[config.mk]
export PLATFORM = sky130hd
export DESIGN_NAME = flash_probe
export DESIGN_NICKNAME = d
export VERILOG_FILES = /design/src/rtl/fqp_pkg.sv /design/src/rtl/qry_bus_seq.sv /design/src/rtl/region_tbl.sv /design/src/rtl/flash_probe.sv
export SDC_FILE = /design/constraint.sdc
export NUM_CORES = 1
export LEC_CHECK = 0
export CAP_MARGIN = 30
export CELL_PAD_IN_SITES_DETAIL_PLACEMENT = 1
export CELL_PAD_IN_SITES_GLOBAL_PLACEMENT = 2
export CORE_MARGIN = 4
export CORE_UTILIZATION = 27
export DETAILED_ROUTE_END_ITERATION = 7
export PLACE_DENSITY_LB_ADDON = 0.1
export SYNTH_ARGS = -nofsm -noshare
export SYNTH_HDL_FRONTEND = slang
export SYNTH_SLANG_ARGS = --single-unit
[constraint.sdc]
create_clock -name clk -period 4.6 [get_ports clk]
set_clock_uncertainty 0.1 [all_clocks]
set_input_delay 0.69 -clock clk [delete_from_list [all_inputs] [get_ports clk]]
set_output_delay 0.69 -clock clk [all_outputs]
set_load 0.02 [all_outputs]
[src/rtl/fqp_pkg.sv]
package fqp_pkg;
  localparam logic [7:0] QRY_ADDR   = 8'h55;
  localparam logic [7:0] QRY_CMD    = 8'h98;
  localparam logic [7:0] ARRAY_CMD  = 8'hFF;
  localparam logic [7:0] OFS_SIG    = 8'h10;
  localparam logic [7:0] OFS_CSET   = 8'h13;
  localparam logic [7:0] OFS_SIZE   = 8'h27;
  localparam logic [7:0] OFS_IFC    = 8'h28;
  localparam logic [7:0] OFS_NREG   = 8'h2C;
  localparam logic [7:0] OFS_REGT   = 8'h2D;

  typedef enum logic [1:0] {ERR_NONE, ERR_NOSIG, ERR_BADSIG, ERR_IFACE} err_e;
  typedef enum logic [2:0] {PH_IDLE, PH_CMD, PH_RD, PH_CAP, PH_EXIT} phase_e;
  typedef enum logic [3:0] {IT_Q, IT_R, IT_Y, IT_CS0, IT_CS1, IT_SZ,
                            IT_IF0, IT_IF1, IT_NREG, IT_REG} item_e;
  typedef enum logic [1:0] {S_IDLE, S_ISSUE, S_WAIT} ctl_e;
endpackage

[src/rtl/qry_bus_seq.sv]
module qry_bus_seq import fqp_pkg::*; #(
  parameter int ADDR_W = 24,
  parameter int DATA_W = 32
) (
  input  logic              clk,
  input  logic              rst,
  input  logic              go,
  input  logic [2:0]        width_b,
  input  logic [7:0]        ofs,
  output logic [ADDR_W-1:0] fl_addr,
  output logic [DATA_W-1:0] fl_wdata,
  output logic              fl_we,
  output logic              fl_re,
  input  logic [DATA_W-1:0] fl_rdata,
  output logic [7:0]        byte_o,
  output logic              rd_done
);
  phase_e ph;
  logic [7:0] byte_q;
  logic [ADDR_W-1:0] wmask, cmd_a, rd_a;

  always_ff @(posedge clk) begin
    if (rst) begin
      ph     <= PH_IDLE;
      byte_q <= '0;
    end else begin
      unique case (ph)
        PH_IDLE: if (go) ph <= PH_CMD;
        PH_CMD:  ph <= PH_RD;
        PH_RD:   ph <= PH_CAP;
        PH_CAP: begin
          byte_q <= fl_rdata[7:0];
          ph     <= PH_EXIT;
        end
        default: ph <= PH_IDLE;
      endcase
    end
  end

  always_comb begin
    wmask = ~(ADDR_W'(width_b) - ADDR_W'(1));
    cmd_a = (ADDR_W'(QRY_ADDR) * ADDR_W'(width_b)) & wmask;
    rd_a  = (ADDR_W'(ofs) * ADDR_W'(width_b)) & wmask;
    fl_we    = (ph == PH_CMD) || (ph == PH_EXIT);
    fl_re    = (ph == PH_RD);
    fl_addr  = '0;
    fl_wdata = '0;
    if (ph == PH_CMD) begin
      fl_addr  = cmd_a;
      fl_wdata = DATA_W'(QRY_CMD);
    end else if (ph == PH_RD) begin
      fl_addr  = rd_a;
    end else if (ph == PH_EXIT) begin
      fl_wdata = DATA_W'(ARRAY_CMD);
    end
  end

  assign byte_o  = byte_q;
  assign rd_done = (ph == PH_EXIT);
endmodule

[src/rtl/region_tbl.sv]
module region_tbl #(
  parameter int MAX_REG = 4,
  parameter int BLK_W   = 17,
  parameter int SZ_W    = 24,
  localparam int IDX_W  = (MAX_REG > 1) ? $clog2(MAX_REG) : 1
) (
  input  logic                     clk,
  input  logic                     rst,
  input  logic                     clr,
  input  logic                     we,
  input  logic [IDX_W-1:0]         idx,
  input  logic [15:0]              blk_field,
  input  logic [15:0]              sz_field,
  output logic [MAX_REG*BLK_W-1:0] blocks_o,
  output logic [MAX_REG*SZ_W-1:0]  bsize_o
);
  logic [BLK_W-1:0] blk_v;
  logic [SZ_W-1:0]  sz_v;

  always_comb begin
    blk_v = BLK_W'(blk_field) + BLK_W'(1);
    sz_v  = (sz_field == 16'd0) ? SZ_W'(128) : SZ_W'({sz_field, 8'd0});
  end

  for (genvar g = 0; g < MAX_REG; g++) begin : g_reg
    always_ff @(posedge clk) begin
      if (rst || clr) begin
        blocks_o[g*BLK_W +: BLK_W] <= '0;
        bsize_o[g*SZ_W +: SZ_W]    <= '0;
      end else if (we && (idx == IDX_W'(g))) begin
        blocks_o[g*BLK_W +: BLK_W] <= blk_v;
        bsize_o[g*SZ_W +: SZ_W]    <= sz_v;
      end
    end
  end
endmodule

[src/rtl/flash_probe.sv]
module flash_probe import fqp_pkg::*; #(
  parameter int ADDR_W  = 24,
  parameter int DATA_W  = 32,
  parameter int MAX_REG = 4,
  parameter int SIZE_W  = 32,
  localparam int CNT_W  = $clog2(MAX_REG + 1),
  localparam int IDX_W  = (MAX_REG > 1) ? $clog2(MAX_REG) : 1
) (
  input  logic                  clk,
  input  logic                  rst,
  input  logic                  start,
  output logic [ADDR_W-1:0]     fl_addr,
  output logic [DATA_W-1:0]     fl_wdata,
  output logic                  fl_we,
  output logic                  fl_re,
  input  logic [DATA_W-1:0]     fl_rdata,
  output logic                  done,
  output logic                  error,
  output logic [1:0]            err_code,
  output logic [2:0]            width,
  output logic [15:0]           cmd_set,
  output logic [SIZE_W-1:0]     dev_size,
  output logic [CNT_W-1:0]      region_cnt,
  output logic                  region_ovf,
  output logic [MAX_REG*17-1:0] region_blocks,
  output logic [MAX_REG*24-1:0] region_bsize
);
  ctl_e  st;
  item_e item, nitem;
  err_e  fcode;
  logic  fin, idle_w, rd_done, tbl_we, go_w;
  logic [7:0]  b, ofs;
  logic [7:0]  ifc_lo;
  logic [15:0] ifc_p1;
  logic [23:0] acc;
  logic [1:0]  k;
  logic [IDX_W-1:0] r_idx;
  logic [CNT_W-1:0] cnt_in;

  assign idle_w = (st == S_IDLE);
  assign go_w   = (st == S_ISSUE);

  qry_bus_seq #(.ADDR_W(ADDR_W), .DATA_W(DATA_W)) seq_i (
    .clk(clk), .rst(rst), .go(go_w), .width_b(width), .ofs(ofs),
    .fl_addr(fl_addr), .fl_wdata(fl_wdata), .fl_we(fl_we), .fl_re(fl_re),
    .fl_rdata(fl_rdata), .byte_o(b), .rd_done(rd_done)
  );

  // query offset of the current item
  always_comb begin
    unique case (item)
      IT_Q:    ofs = OFS_SIG;
      IT_R:    ofs = OFS_SIG + 8'd1;
      IT_Y:    ofs = OFS_SIG + 8'd2;
      IT_CS0:  ofs = OFS_CSET;
      IT_CS1:  ofs = OFS_CSET + 8'd1;
      IT_SZ:   ofs = OFS_SIZE;
      IT_IF0:  ofs = OFS_IFC;
      IT_IF1:  ofs = OFS_IFC + 8'd1;
      IT_NREG: ofs = OFS_NREG;
      default: ofs = OFS_REGT + 8'({r_idx, k});
    endcase
  end

  // decision taken on each returned byte
  always_comb begin
    fin    = 1'b0;
    fcode  = ERR_NONE;
    nitem  = item;
    ifc_p1 = {b, ifc_lo} + 16'd1;
    cnt_in = (b > 8'(MAX_REG)) ? CNT_W'(MAX_REG) : CNT_W'(b);
    unique case (item)
      IT_Q:   if (b == 8'h51) nitem = IT_R;
              else if (width == 3'd4) begin fin = 1'b1; fcode = ERR_NOSIG; end
      IT_R:   if (b == 8'h52) nitem = IT_Y;
              else begin fin = 1'b1; fcode = ERR_BADSIG; end
      IT_Y:   if (b == 8'h59) nitem = IT_CS0;
              else begin fin = 1'b1; fcode = ERR_BADSIG; end
      IT_CS0: nitem = IT_CS1;
      IT_CS1: nitem = IT_SZ;
      IT_SZ:  nitem = IT_IF0;
      IT_IF0: nitem = IT_IF1;
      IT_IF1: if ((ifc_p1 & {13'd0, width}) != 16'd0) nitem = IT_NREG;
              else begin fin = 1'b1; fcode = ERR_IFACE; end
      IT_NREG: if (b == 8'd0) fin = 1'b1;
               else nitem = IT_REG;
      default: if (k == 2'd3 && (CNT_W'(r_idx) + CNT_W'(1)) == region_cnt) fin = 1'b1;
    endcase
  end

  assign tbl_we = (st == S_WAIT) && rd_done && (item == IT_REG) && (k == 2'd3);

  region_tbl #(.MAX_REG(MAX_REG), .BLK_W(17), .SZ_W(24)) tbl_i (
    .clk(clk), .rst(rst), .clr(idle_w && start), .we(tbl_we), .idx(r_idx),
    .blk_field(acc[15:0]), .sz_field({b, acc[23:16]}),
    .blocks_o(region_blocks), .bsize_o(region_bsize)
  );

  always_ff @(posedge clk) begin
    if (rst) begin
      st <= S_IDLE; item <= IT_Q; done <= 1'b0; error <= 1'b0;
      err_code <= '0; width <= '0; cmd_set <= '0; dev_size <= '0;
      region_cnt <= '0; region_ovf <= 1'b0; ifc_lo <= '0; acc <= '0;
      k <= '0; r_idx <= '0;
    end else begin
      done <= 1'b0;
      unique case (st)
        S_IDLE: if (start) begin
          st <= S_ISSUE; item <= IT_Q; width <= 3'd1; error <= 1'b0;
          err_code <= '0; cmd_set <= '0; dev_size <= '0; region_cnt <= '0;
          region_ovf <= 1'b0; ifc_lo <= '0; acc <= '0; k <= '0; r_idx <= '0;
        end
        S_ISSUE: st <= S_WAIT;
        default: if (rd_done) begin
          unique case (item)
            IT_Q:    if (b != 8'h51 && width != 3'd4) width <= width << 1;
            IT_CS0:  cmd_set[7:0]  <= b;
            IT_CS1:  cmd_set[15:8] <= b;
            IT_SZ:   dev_size <= SIZE_W'(1) << b;
            IT_IF0:  ifc_lo <= b;
            IT_NREG: begin
              region_cnt <= cnt_in;
              region_ovf <= (b > 8'(MAX_REG));
            end
            IT_REG: begin
              acc[k*8 +: 8] <= b;
              k <= k + 2'd1;
              if (k == 2'd3) r_idx <= r_idx + IDX_W'(1);
            end
            default: ;
          endcase
          item <= nitem;
          if (fin) begin
            st <= S_IDLE; done <= 1'b1;
            error <= (fcode != ERR_NONE); err_code <= fcode;
          end else begin
            st <= S_ISSUE;
          end
        end
      endcase
    end
  end
endmodule

==> metrics.yaml <==
fmax_mhz: 226
cellPowerDensity_nw_per_um2: 324
required_ns: 3.81
async_flop_share_pct: 0
h-tree-depth: 1
cp_slowest_cell: "fa_1"
r2r-start: "seq_i.ph[2]"
layout-drive-gt1-share_pct: 8.52
diodes: 0
fin_nets: 1594
finalSetupTns_ns: 0
area_growth_pct: 33.1
finalHoldViolCount: 0
netlist_instances: 1326
cts_buffer_depth: 3
finalCritPeriodShare_pct: 96.0
track_usage_pct: 17.1
cts_made_buffers: 29
drv_cap: 0
worst_slack_ns: 0.185
worst_pin_slew_ns: 0.918
die_h_microns: 210
post-dp-hpwl_microns: 27700
synth_cell_type_count: 68
path_max_fanout: 18
overflow: 0
synth-edff-count: 0
clock-sinks: 243
min_period_ns: 4.42
postRouteWirelength_microns: 39800
grt_pass1_wl_microns: 60300
die_w_microns: 210
cts_hold_buf: 0
grt_pass1_vias: 10042
clkTransAtPathRegs_ns: 0.06
post-route-util_pct: 36.7
power_leakage_uw: 0.00523
routabilityCongestion: 0.810
whs_endpoint: "tbl_i.bsize_o[20]"
whs_path_depth: 2
synth_top_cell_by_area: "dfxtp_1"
port_buffers: 225
path_class: "reg2out"
relSlewSlack_pct: 38.2
setup_viol: 0
place_ws_ns: -0.0889
drt_iter0_markers: 352
synth.cell_area_sq_um: 11000
slowest_delay_ns: 0.55
root_buffer: "clkbuf_16"
final_common_cell: "dfxtp_1"
postRouteAntennaNets: 0
syn_avg_cell_area_sq_um: 8.31
cp.arrival_ns: 3.63
core-area_sq_um: 40000
irDropWorstVdd_mv: 0.236
r2r-end: "tbl_i.blocks_o[61]"
drc: 0
ys_ff_latch: 243
grt_max_degree: 97
grt_setup_unrepaired: "no"
path_buf_inv: 3
ys_warn_count: 0
startpoint_type: "register"
ios: 316
hp-class: "reg2reg"
via_per_inst: 4.69
rows: 73
status: "finished, final reports clean"
start_util_pct: 27.5
crit_path_end_kind: "output pin"
reg2reg_slack_ns: 1.43
r2r_cells: 6
ys_seq_area_share_pct: 44.1
critPathTopFamily: "compound AO/OA/AOI/OAI gates"
final_cell_mix: "dfxtp_1, nand2_1, clkdlybuf4s50_1, nor2_1, a21oi_1"
first_pass_iters: 4
dieArea_sq_um: 44100
cts_tree: "yes"
routedWlPerCell_microns: 19.2
synth_top_area_share_pct: 44.1
antenna_found_initial: 0
path_cells: "buf_4, or2_2, o21ai_1, a22o_1, nand2_1, fa_1, inv_2, fa_2, a21o_1, a21oi_2, o21bai_1, a21oi_2, o21ai_1, buf_4"
ys.flop_type: "dfxtp_1"
synth_area_leaders: "dfxtp_1, nand2_1, a21oi_1"
vias: 9741
clk_latency_ns: 0.57
drv_slew: 0
min_from: "tbl_i.bsize_o[20]"
-- metrics by stage --
step           hold slack [ns]  std cells  area, sq um  total power [uW]
5_1_grt                  0.366       2075        14700              4940
3_5_place_dp             0.345       2018        13600              2450
2_1_floorplan            0.332       1391        11300              2410
4_1_cts                  0.351       2073        14600              4840
3_3_place_gp             0.340       2014        13500              2440
6_report                 0.349       2075        14700              4750
-- final cells by class --
class	instances	area, sq um
Clock buffer	43	828
Clock inverter	10	136
Fill cell	4752	25300
Inverter	25	93.8
Multi-Input combinational cell	957	5440
Sequential cell	243	4870
Tap cell	525	657
Timing Repair Buffer	272	2640
-- what timing repair did --
item                                    4_1_cts  5_1_grt
gates resized for setup                      19       21
pin swaps                                     3        9
buffers inserted                              2        1
endpoints found under the setup margin        5        6
-- where the power goes --
group	leakage [uW]	switching [uW]	total [uW]	internal [uW]
logic	0.00280	214	286	71.8
clock network	0.000475	931	2340	1410
registers	0.00196	12.1	2120	2110
-- logic make-up after synthesis --
| group | share of synthesized area (%) |
|---|---|
| and+or+nand+nor | 21.6 |
| AOI/OAI and AO/OA | 15.9 |
| DFF | 44.1 |
| buffers and inverters | 9.47 |
| adders and majority gates | 3.86 |
| muxes | 2.82 |
| xor gates and xnor gates | 2.23 |
| other | 0.0340 |
-- registers in the layout (all words and copies together) (netlist names), 4 cells and up --
name and flops:
seq_i.byte_o 8, tbl_i.blocks_o 68, tbl_i.bsize_o 68, dev_size 32, cmd_set 16, item 4
acc 24
-- how the worst max path moves through the flow --
stage / end / start / cells past startpoint
2_1_floorplan: fl_addr[6] / item[3] / 14
6_report: fl_addr[8] / item[0] / 14
4_1_cts: fl_addr[8] / k[0] / 17
5_1_grt: fl_addr[7] / k[1] / 16
3_3_place_gp: fl_addr[8] / k[0] / 15
3_5_place_dp: fl_addr[8] / k[1] / 15
-- worst register-to-register path: stages, from the launching register on --
cell	delay [ns]
dfxtp_1	0.59
nand4bb_1	0.52
nor4_4	0.57
and2_1	0.64
buf_4	0.39
nor2_1	0.08
a211oi_1	0.20
-- layer usage --
layer | GRT usage (%) | routed length (microns) | vias up
li1 | - | - | 4792
met1 | 23.0 | 18300 | 4728
met2 | 28.8 | 18900 | 174
met3 | 3.41 | 1830 | 47
met4 | 3.60 | 756 | 0
met5 | 0 | 0 | -
-- Yosys cell counts (5+ instances only) --
master,instances
a211oi_1,46
a21o_1,8
a21oi_1,131
a22oi_1,32
a32oi_1,5
and2_1,24
and4_1,5
buf_1,9
buf_2,27
buf_4,76
clkbuf_1,53
dfxtp_1,243
fa_1,5
ha_1,26
inv_1,25
mux2i_1,31
nand2_1,231
nand2b_1,11
nand3_1,38
nand4_1,10
nor2_1,140
nor2b_1,11
nor3_1,16
nor4_1,6
o21ai_0,21
xnor2_1,13
xor2_1,15
Note: power is estimated with default switching activity, not from simulation.
